--- src/rtl/addsub_pkg.sv ---
package addsub_pkg;

  typedef enum logic {
    MODE_ADD = 1'b0,
    MODE_SUB = 1'b1
  } op_mode_e;

  // One bit of the sum: three-input exclusive-OR.
  function automatic logic sum_bit(input logic x, input logic y, input logic c);
    return x ^ y ^ c;
  endfunction

  // Generate term of one bit position.
  function automatic logic gen_bit(input logic x, input logic y);
    return x & y;
  endfunction

  // Propagate term of one bit position.
  function automatic logic prop_bit(input logic x, input logic y);
    return x | y;
  endfunction

endpackage

--- src/rtl/addsub_operand_prep.sv ---
module addsub_operand_prep
  import addsub_pkg::*;
#(
  parameter int WIDTH = 4
) (
  input  logic [WIDTH-1:0] x_in,
  input  logic [WIDTH-1:0] y_in,
  input  logic             mode,
  output logic [WIDTH-1:0] y_eff,
  output logic [WIDTH-1:0] gen,
  output logic [WIDTH-1:0] prop
);

  for (genvar i = 0; i < WIDTH; i++) begin : g_bit
    assign y_eff[i] = y_in[i] ^ mode;
    assign gen[i]   = gen_bit(x_in[i], y_eff[i]);
    assign prop[i]  = prop_bit(x_in[i], y_eff[i]);
  end

endmodule

--- src/rtl/addsub_carry_tree.sv ---
module addsub_carry_tree #(
  parameter int WIDTH = 4
) (
  input  logic [WIDTH-1:0] gen,
  input  logic [WIDTH-1:0] prop,
  input  logic             cin,
  output logic [WIDTH:0]   carry
);

  assign carry[0] = cin;

  // Each carry is one flat OR of products: no carry feeds another.
  for (genvar i = 0; i < WIDTH; i++) begin : g_carry
    logic [i+1:0] terms;

    for (genvar j = 0; j <= i; j++) begin : g_term
      if (j == i) begin : g_top
        assign terms[j] = gen[j];
      end else begin : g_chain
        assign terms[j] = gen[j] & (&prop[i:j+1]);
      end
    end

    assign terms[i+1] = cin & (&prop[i:0]);
    assign carry[i+1] = |terms;
  end

endmodule

--- src/rtl/addsub_sum.sv ---
module addsub_sum
  import addsub_pkg::*;
#(
  parameter int WIDTH = 4
) (
  input  logic [WIDTH-1:0] x_in,
  input  logic [WIDTH-1:0] y_eff,
  input  logic [WIDTH:0]   carry,
  output logic [WIDTH-1:0] sum,
  output logic             cout,
  output logic             ovf
);

  for (genvar i = 0; i < WIDTH; i++) begin : g_sum
    assign sum[i] = sum_bit(x_in[i], y_eff[i], carry[i]);
  end

  assign cout = carry[WIDTH];
  assign ovf  = carry[WIDTH] ^ carry[WIDTH-1];

endmodule

--- src/rtl/lookahead_addsub.sv ---
module lookahead_addsub
  import addsub_pkg::*;
#(
  parameter int WIDTH = 4
) (
  input  logic [WIDTH-1:0] opa,
  input  logic [WIDTH-1:0] opb,
  input  logic             sub_mode,
  output logic [WIDTH-1:0] result,
  output logic             carry_out,
  output logic             overflow
);

  op_mode_e         mode;
  logic [WIDTH-1:0] y_eff;
  logic [WIDTH-1:0] gen;
  logic [WIDTH-1:0] prop;
  logic [WIDTH:0]   carry;

  assign mode = op_mode_e'(sub_mode);

  addsub_operand_prep #(.WIDTH(WIDTH)) u_prep (
    .x_in  (opa),
    .y_in  (opb),
    .mode  (mode == MODE_SUB),
    .y_eff (y_eff),
    .gen   (gen),
    .prop  (prop)
  );

  addsub_carry_tree #(.WIDTH(WIDTH)) u_carry (
    .gen   (gen),
    .prop  (prop),
    .cin   (mode == MODE_SUB),
    .carry (carry)
  );

  addsub_sum #(.WIDTH(WIDTH)) u_sum (
    .x_in  (opa),
    .y_eff (y_eff),
    .carry (carry),
    .sum   (result),
    .cout  (carry_out),
    .ovf   (overflow)
  );

endmodule

--- config.mk ---
export PLATFORM = sky130hd
export DESIGN_NAME = lookahead_addsub
export DESIGN_NICKNAME = d
export VERILOG_FILES = /design/src/rtl/addsub_pkg.sv /design/src/rtl/addsub_operand_prep.sv /design/src/rtl/addsub_carry_tree.sv /design/src/rtl/addsub_sum.sv /design/src/rtl/lookahead_addsub.sv
export SDC_FILE = /design/constraint.sdc
export NUM_CORES = 1
export LEC_CHECK = 0
export BUFFER_PORTS_ARGS = -buffer_cell sky130_fd_sc_hd__buf_2
export CORE_AREA = 2 2 39 41
export DETAILED_ROUTE_END_ITERATION = 6
export DIE_AREA = 0 0 41 43
export PLACE_DENSITY = 0.51
export RECOVER_POWER = 100
export SLEW_MARGIN = 40
export SYNTH_ARGS = -nofsm -noshare
export SYNTH_HDL_FRONTEND = slang
export SYNTH_SLANG_ARGS = --single-unit
--- constraint.sdc ---
create_clock -name vclk -period 1.4
set_input_delay 0.14 -clock vclk [all_inputs]
set_output_delay 0.14 -clock vclk [all_outputs]
set_load 0.02 [all_outputs]
**Word level (Yosys, flattened, before mapping)**

Index checks and enable logic that the tools add are counted.

- Flip-flop bits (word level): 0
- Output and inout bits: 6
- Logic and storage cells: 41

- Bitwise operators: 31
- Reduce and logical (&&, ||, !) cells: 10

Operators with widths:

| kind | count |
|---|---|
| $and A1 B1 Y1 | 14 |
| $xor A1 B1 Y1 | 13 |
| $reduce_and A2 Y1 | 3 |
| $reduce_and A3 Y1 | 2 |
| $reduce_or A5 Y1 | 1 |
| $or A1 B1 Y1 | 4 |
| $reduce_and A4 Y1 | 1 |
| $reduce_or A4 Y1 | 1 |
| $reduce_or A3 Y1 | 1 |
| $reduce_or A2 Y1 | 1 |

**Longest topological paths before layout**

- Word-level depth: 6
- Gate-level depth with buffers: 7

**Cells and area by module**

From an unflattened synthesis, not the netlist that was laid out.

- Cell total of the unflattened synthesis: 24
- Area, all modules: 242.7 µm²

Modules (own cells, without submodules):

| module | times used | cells each | area an instance (µm²) | seq. area each (µm²) |
|---|---|---|---|---|
| addsub_sum | 1 | 6 | 111.4 | 0.0 |
| addsub_operand_prep | 1 | 12 | 85.1 | 0.0 |
| addsub_carry_tree | 1 | 6 | 46.3 | 0.0 |

**Worst setup path after synthesis**

OpenSTA, ideal clock, no wires.

- Path type: input to output
- From: in sub_mode
- To: out overflow
- Data arrival time: 1476 ps
- Slack: -216 ps
- Stages on the path: 6
- Buffers on the path: 1
- Cells stage by stage: buf_6 xor2_1 ha_1 nor2_1 a211oi_2 o311ai_1

- Longest elaborated chain between the ends: 6
- Elaborated cells on any way between the ends: 27
- Classes of those cells: 20 x bitwise; 7 x reduce/logical

Ends and longest elaborated chain:

| element | RTL line | source |
|---|---|---|
| from (decl) | lookahead_addsub.sv:8 | `input logic sub_mode,` |
| $xor A1 B1 Y1 | addsub_operand_prep.sv:15 | `assign y_eff[i] = y_in[i] ^ mode;` |
| $or A1 B1 Y1 | addsub_pkg.sv:20 | `return x \| y;` |
| $reduce_and A4 Y1 (tied with other cells) | addsub_carry_tree.sv:24 | `assign terms[i+1] = cin & (&prop[i:0]);` |
| $and A1 B1 Y1, on equally long branches | addsub_carry_tree.sv:24, addsub_carry_tree.sv:20 |  |
| $reduce_or A5 Y1 or $reduce_or A4 Y1 (tied branches) | addsub_carry_tree.sv:25 | `assign carry[i+1] = \|terms;` |
| $xor A1 B1 Y1 * | addsub_sum.sv:19 | `assign ovf = carry[WIDTH] ^ carry[WIDTH-1];` |
| to (decl) | lookahead_addsub.sv:11 | `output logic overflow` |

Mark *: on every way between the ends. The rest lies on a longest branch, timed or not.

**Final worst setup path**

- From: in sub_mode
- To: out result[3]

- Longest elaborated chain between the ends: 6
- Elaborated cells on any way between the ends: 18
- Classes of those cells: 15 x bitwise; 3 x reduce/logical

Ends and longest elaborated chain:

| element | RTL line | source |
|---|---|---|
| $xor A1 B1 Y1 | addsub_operand_prep.sv:15 |  |
| $or A1 B1 Y1 | addsub_pkg.sv:20 |  |
| $reduce_and A3 Y1 or $reduce_and A2 Y1 (tied branches) | addsub_carry_tree.sv:24, addsub_carry_tree.sv:20 |  |
| $and A1 B1 Y1, on equally long branches | addsub_carry_tree.sv:24, addsub_carry_tree.sv:20 |  |
| $reduce_or A4 Y1 | addsub_carry_tree.sv:25 |  |
| $xor A1 B1 Y1 * | addsub_pkg.sv:10 | `return x ^ y ^ c;` |
| to (decl) | lookahead_addsub.sv:9 | `output logic [WIDTH-1:0] result,` |

Marks and branches as above.

==> results.cfg <==
[outcome]
status = complete, but fails checks
violations = setup timing

[sta]
drv_slew = 0
tightest_slew_ns = 0.275
rsz0062_at_grt = true
hold_viol_final = 0
slew_headroom_pct = 81.6
fmax_ghz = 0.660
setup_slack_ns = -0.114
period_share_pct = 108
period_minus_slack_ns = 1.51
setup_viol = 4

[die]
core_sq_um = 1380
die_y_um = 43
dieArea_sq_um = 1760
fp-row-count = 14
ios = 15
die_w_um = 41
initial_core_util_pct = 24.8

[layout]
final_nets = 87
nClkBuffers = 0
drive_gt1_share_pct = 52.9
fill_cells = 158
fin_area_sq_um = 614
syn_to_final_growth_pct = 79.2
multiInputGateArea_sq_um = 377
seq_area_sq_um = 0
n_sequential_cell = 0
diodes = 0

[power]
intPower_mw = 0.166
p_comb_share_pct = 100.0
power_density_nw_per_um2 = 530
p_sw_mw = 0.160
finalPower_mw = 0.326
p_leak_nw = 0.316
clockPowerShare_pct = 0
seq_power_share_pct = 0
switching_share_pct = 49.1
peakVddDrop_v = 0.000246

[global_route]
grt_max_degree = 6
grt_usage_pct = 8.54
gr-total-overflow = 0
grt_pass1_wl_um = 1140
antenna_found_initial = 0
grt_pass1_vias = 352

[drt]
routed_wl_um = 635
detail_route.wl_per_cell_um = 7.56
drcViolationCount = 0
ant_nets = 0
via_count = 364
avgViaCountPerCell = 4.33
drt_iter0_drc = 1
firstDrtPassIters = 2

[worst_setup_path]
path_cells = buf_8, buf_4, xnor2_4, ha_1, or2_1, o211a_1, buf_6
cp_top_family = buffers and inverters
cpMaxStageDelayCell = ha_1
cp_max_fo = 5
crit_required_ns = 1.26
cp-start-kind = input port
crit_buf_inv = 3
slowest_delay_ns = 0.29
critical_path_class = input port to primary output
cp.arrival_ns = 1.37
cp-startpoint = sub_mode
endpoint_kind = primary output
cp.depth = 7
crit_end = result[3]

[synth]
synthTopCellsByArea = ha_1, xor2_1, inv_1
syn_inst = 44
syn_nets = 61
synth_warnings = 0
yosys.area.top_type = ha_1
avgSynthCellArea_sq_um = 7.79
yosysTopAreaCellShare_pct = 29.2
ys_seq_area_share_pct = 0
synth.distinct_cells = 18
syn_area_sq_um = 343

[hold_path]
hp-class = input port to primary output
hp-start = sub_mode
whs_path_depth = 4

[place]
port_buffers = 15
dpl-instance-area_sq_um = 547
dp_hpwl_um = 598
gp_congestion = 0.604

[run]
maxCapViolCount = 0

[clock_network]
ctsHoldBuffers = 0
[worst min-delay path by stage]
stage | endpoint | slack (ns)
floorplan | result[0] | 0.53
global placement | result[1] | 0.73
detailed placement | result[1] | 0.73
CTS | result[1] | 0.73
global route | result[1] | 0.77
finish | result[1] | 0.73
[cells in the final DEF, fill, tap and decap left out, drive strengths merged]
| cell | netlist | layout |
|---|---|---|
| a211oi | 1 | 1 |
| a21oi | 1 | 1 |
| buf | 1 | 23 |
| clkbuf | 0 | 2 |
| ha | 8 | 8 |
| inv | 9 | 9 |
| mux2i | 1 | 1 |
| nand2 | 1 | 1 |
| nand2b | 1 | 1 |
| nor2 | 2 | 2 |
| nor2b | 4 | 4 |
| o211a | 1 | 1 |
| o211ai | 2 | 2 |
| o21ai | 2 | 2 |
| o311ai | 1 | 1 |
| o31a | 1 | 1 |
| or2 | 1 | 1 |
| xnor2 | 3 | 3 |
| xor2 | 4 | 4 |
[cells by family (layout without fill, tap and decap cells)]
group / after synthesis / after routing / share of synthesized area [%]
XOR/XNOR: 7 / 7 / 17.9
AND/OR/NAND/NOR: 9 / 9 / 16.4
multiplexers: 1 / 1 / 2.92
adder cells (fa/ha/maj): 8 / 8 / 29.2
AO/OA/AOI/OAI: 9 / 9 / 20.4
buffers and inverters: 10 / 34 / 13.1
[worst min-delay path: cells and delay by family]
family | cells | cell delay, ns
xor+xnor | 1 | 0.12
buf+inv | 2 | 0.25
mux | 1 | 0.08
[metrics by stage]
stage,utilization [%],setup TNS [ns],worst slack (ns),hold slack [ns],std cells
6_report,44.4,-0.392,-0.114,0.726,84
5_1_grt,44.4,-0.700,-0.190,0.771,84
4_1_cts,42.9,-0.503,-0.151,0.733,84
3_5_place_dp,39.5,-0.934,-0.261,0.734,83
3_3_place_gp,39.5,-0.886,-0.267,0.732,83
2_1_floorplan,-,-0.0682,-0.0437,0.528,44
[repair_timing]
| action | 4_1_cts | 5_1_grt |
|---|---|---|
| pin swaps | 5 | 2 |
| resized for setup | 11 | 5 |
| setup buffers | 1 | 0 |
| endpoints found under the setup margin | 4 | 4 |
[synth_stat cells, drive strengths merged, types with 2 or more instances]
cell,instances
o21ai,2
o211ai,2
nor2,2
xnor2,3
inv,9
xor2,4
nor2b,4
ha,8
[power by group through the flow]
stage               clock, mW  sequential, mW  combinational (mW)
CTS                         0               0               0.323
global placement            0               0               0.291
detailed placement          0               0               0.292
floorplan                   0               0               0.204
global route                0               0               0.359
finish                      0               0               0.326
[routing by layer]
| metal | vias to the layer above | GRT usage (%) | part of all wire, % |
|---|---|---|---|
| met1 | 166 | 10.3 | 39 |
| met5 | - | 0 | 0 |
| li1 | 189 | - | - |
| met4 | 0 | 0 | 0 |
| met3 | 0 | 0 | 5.7 |
| met2 | 9 | 16.6 | 55 |
[layout make-up]
cell class,instances,area share [%]
inverters,9,5.50
multi-input cells,34,61.3
well taps,16,3.26
repair buffers,25,29.9
Note: power is estimated with default switching activity, not from simulation.
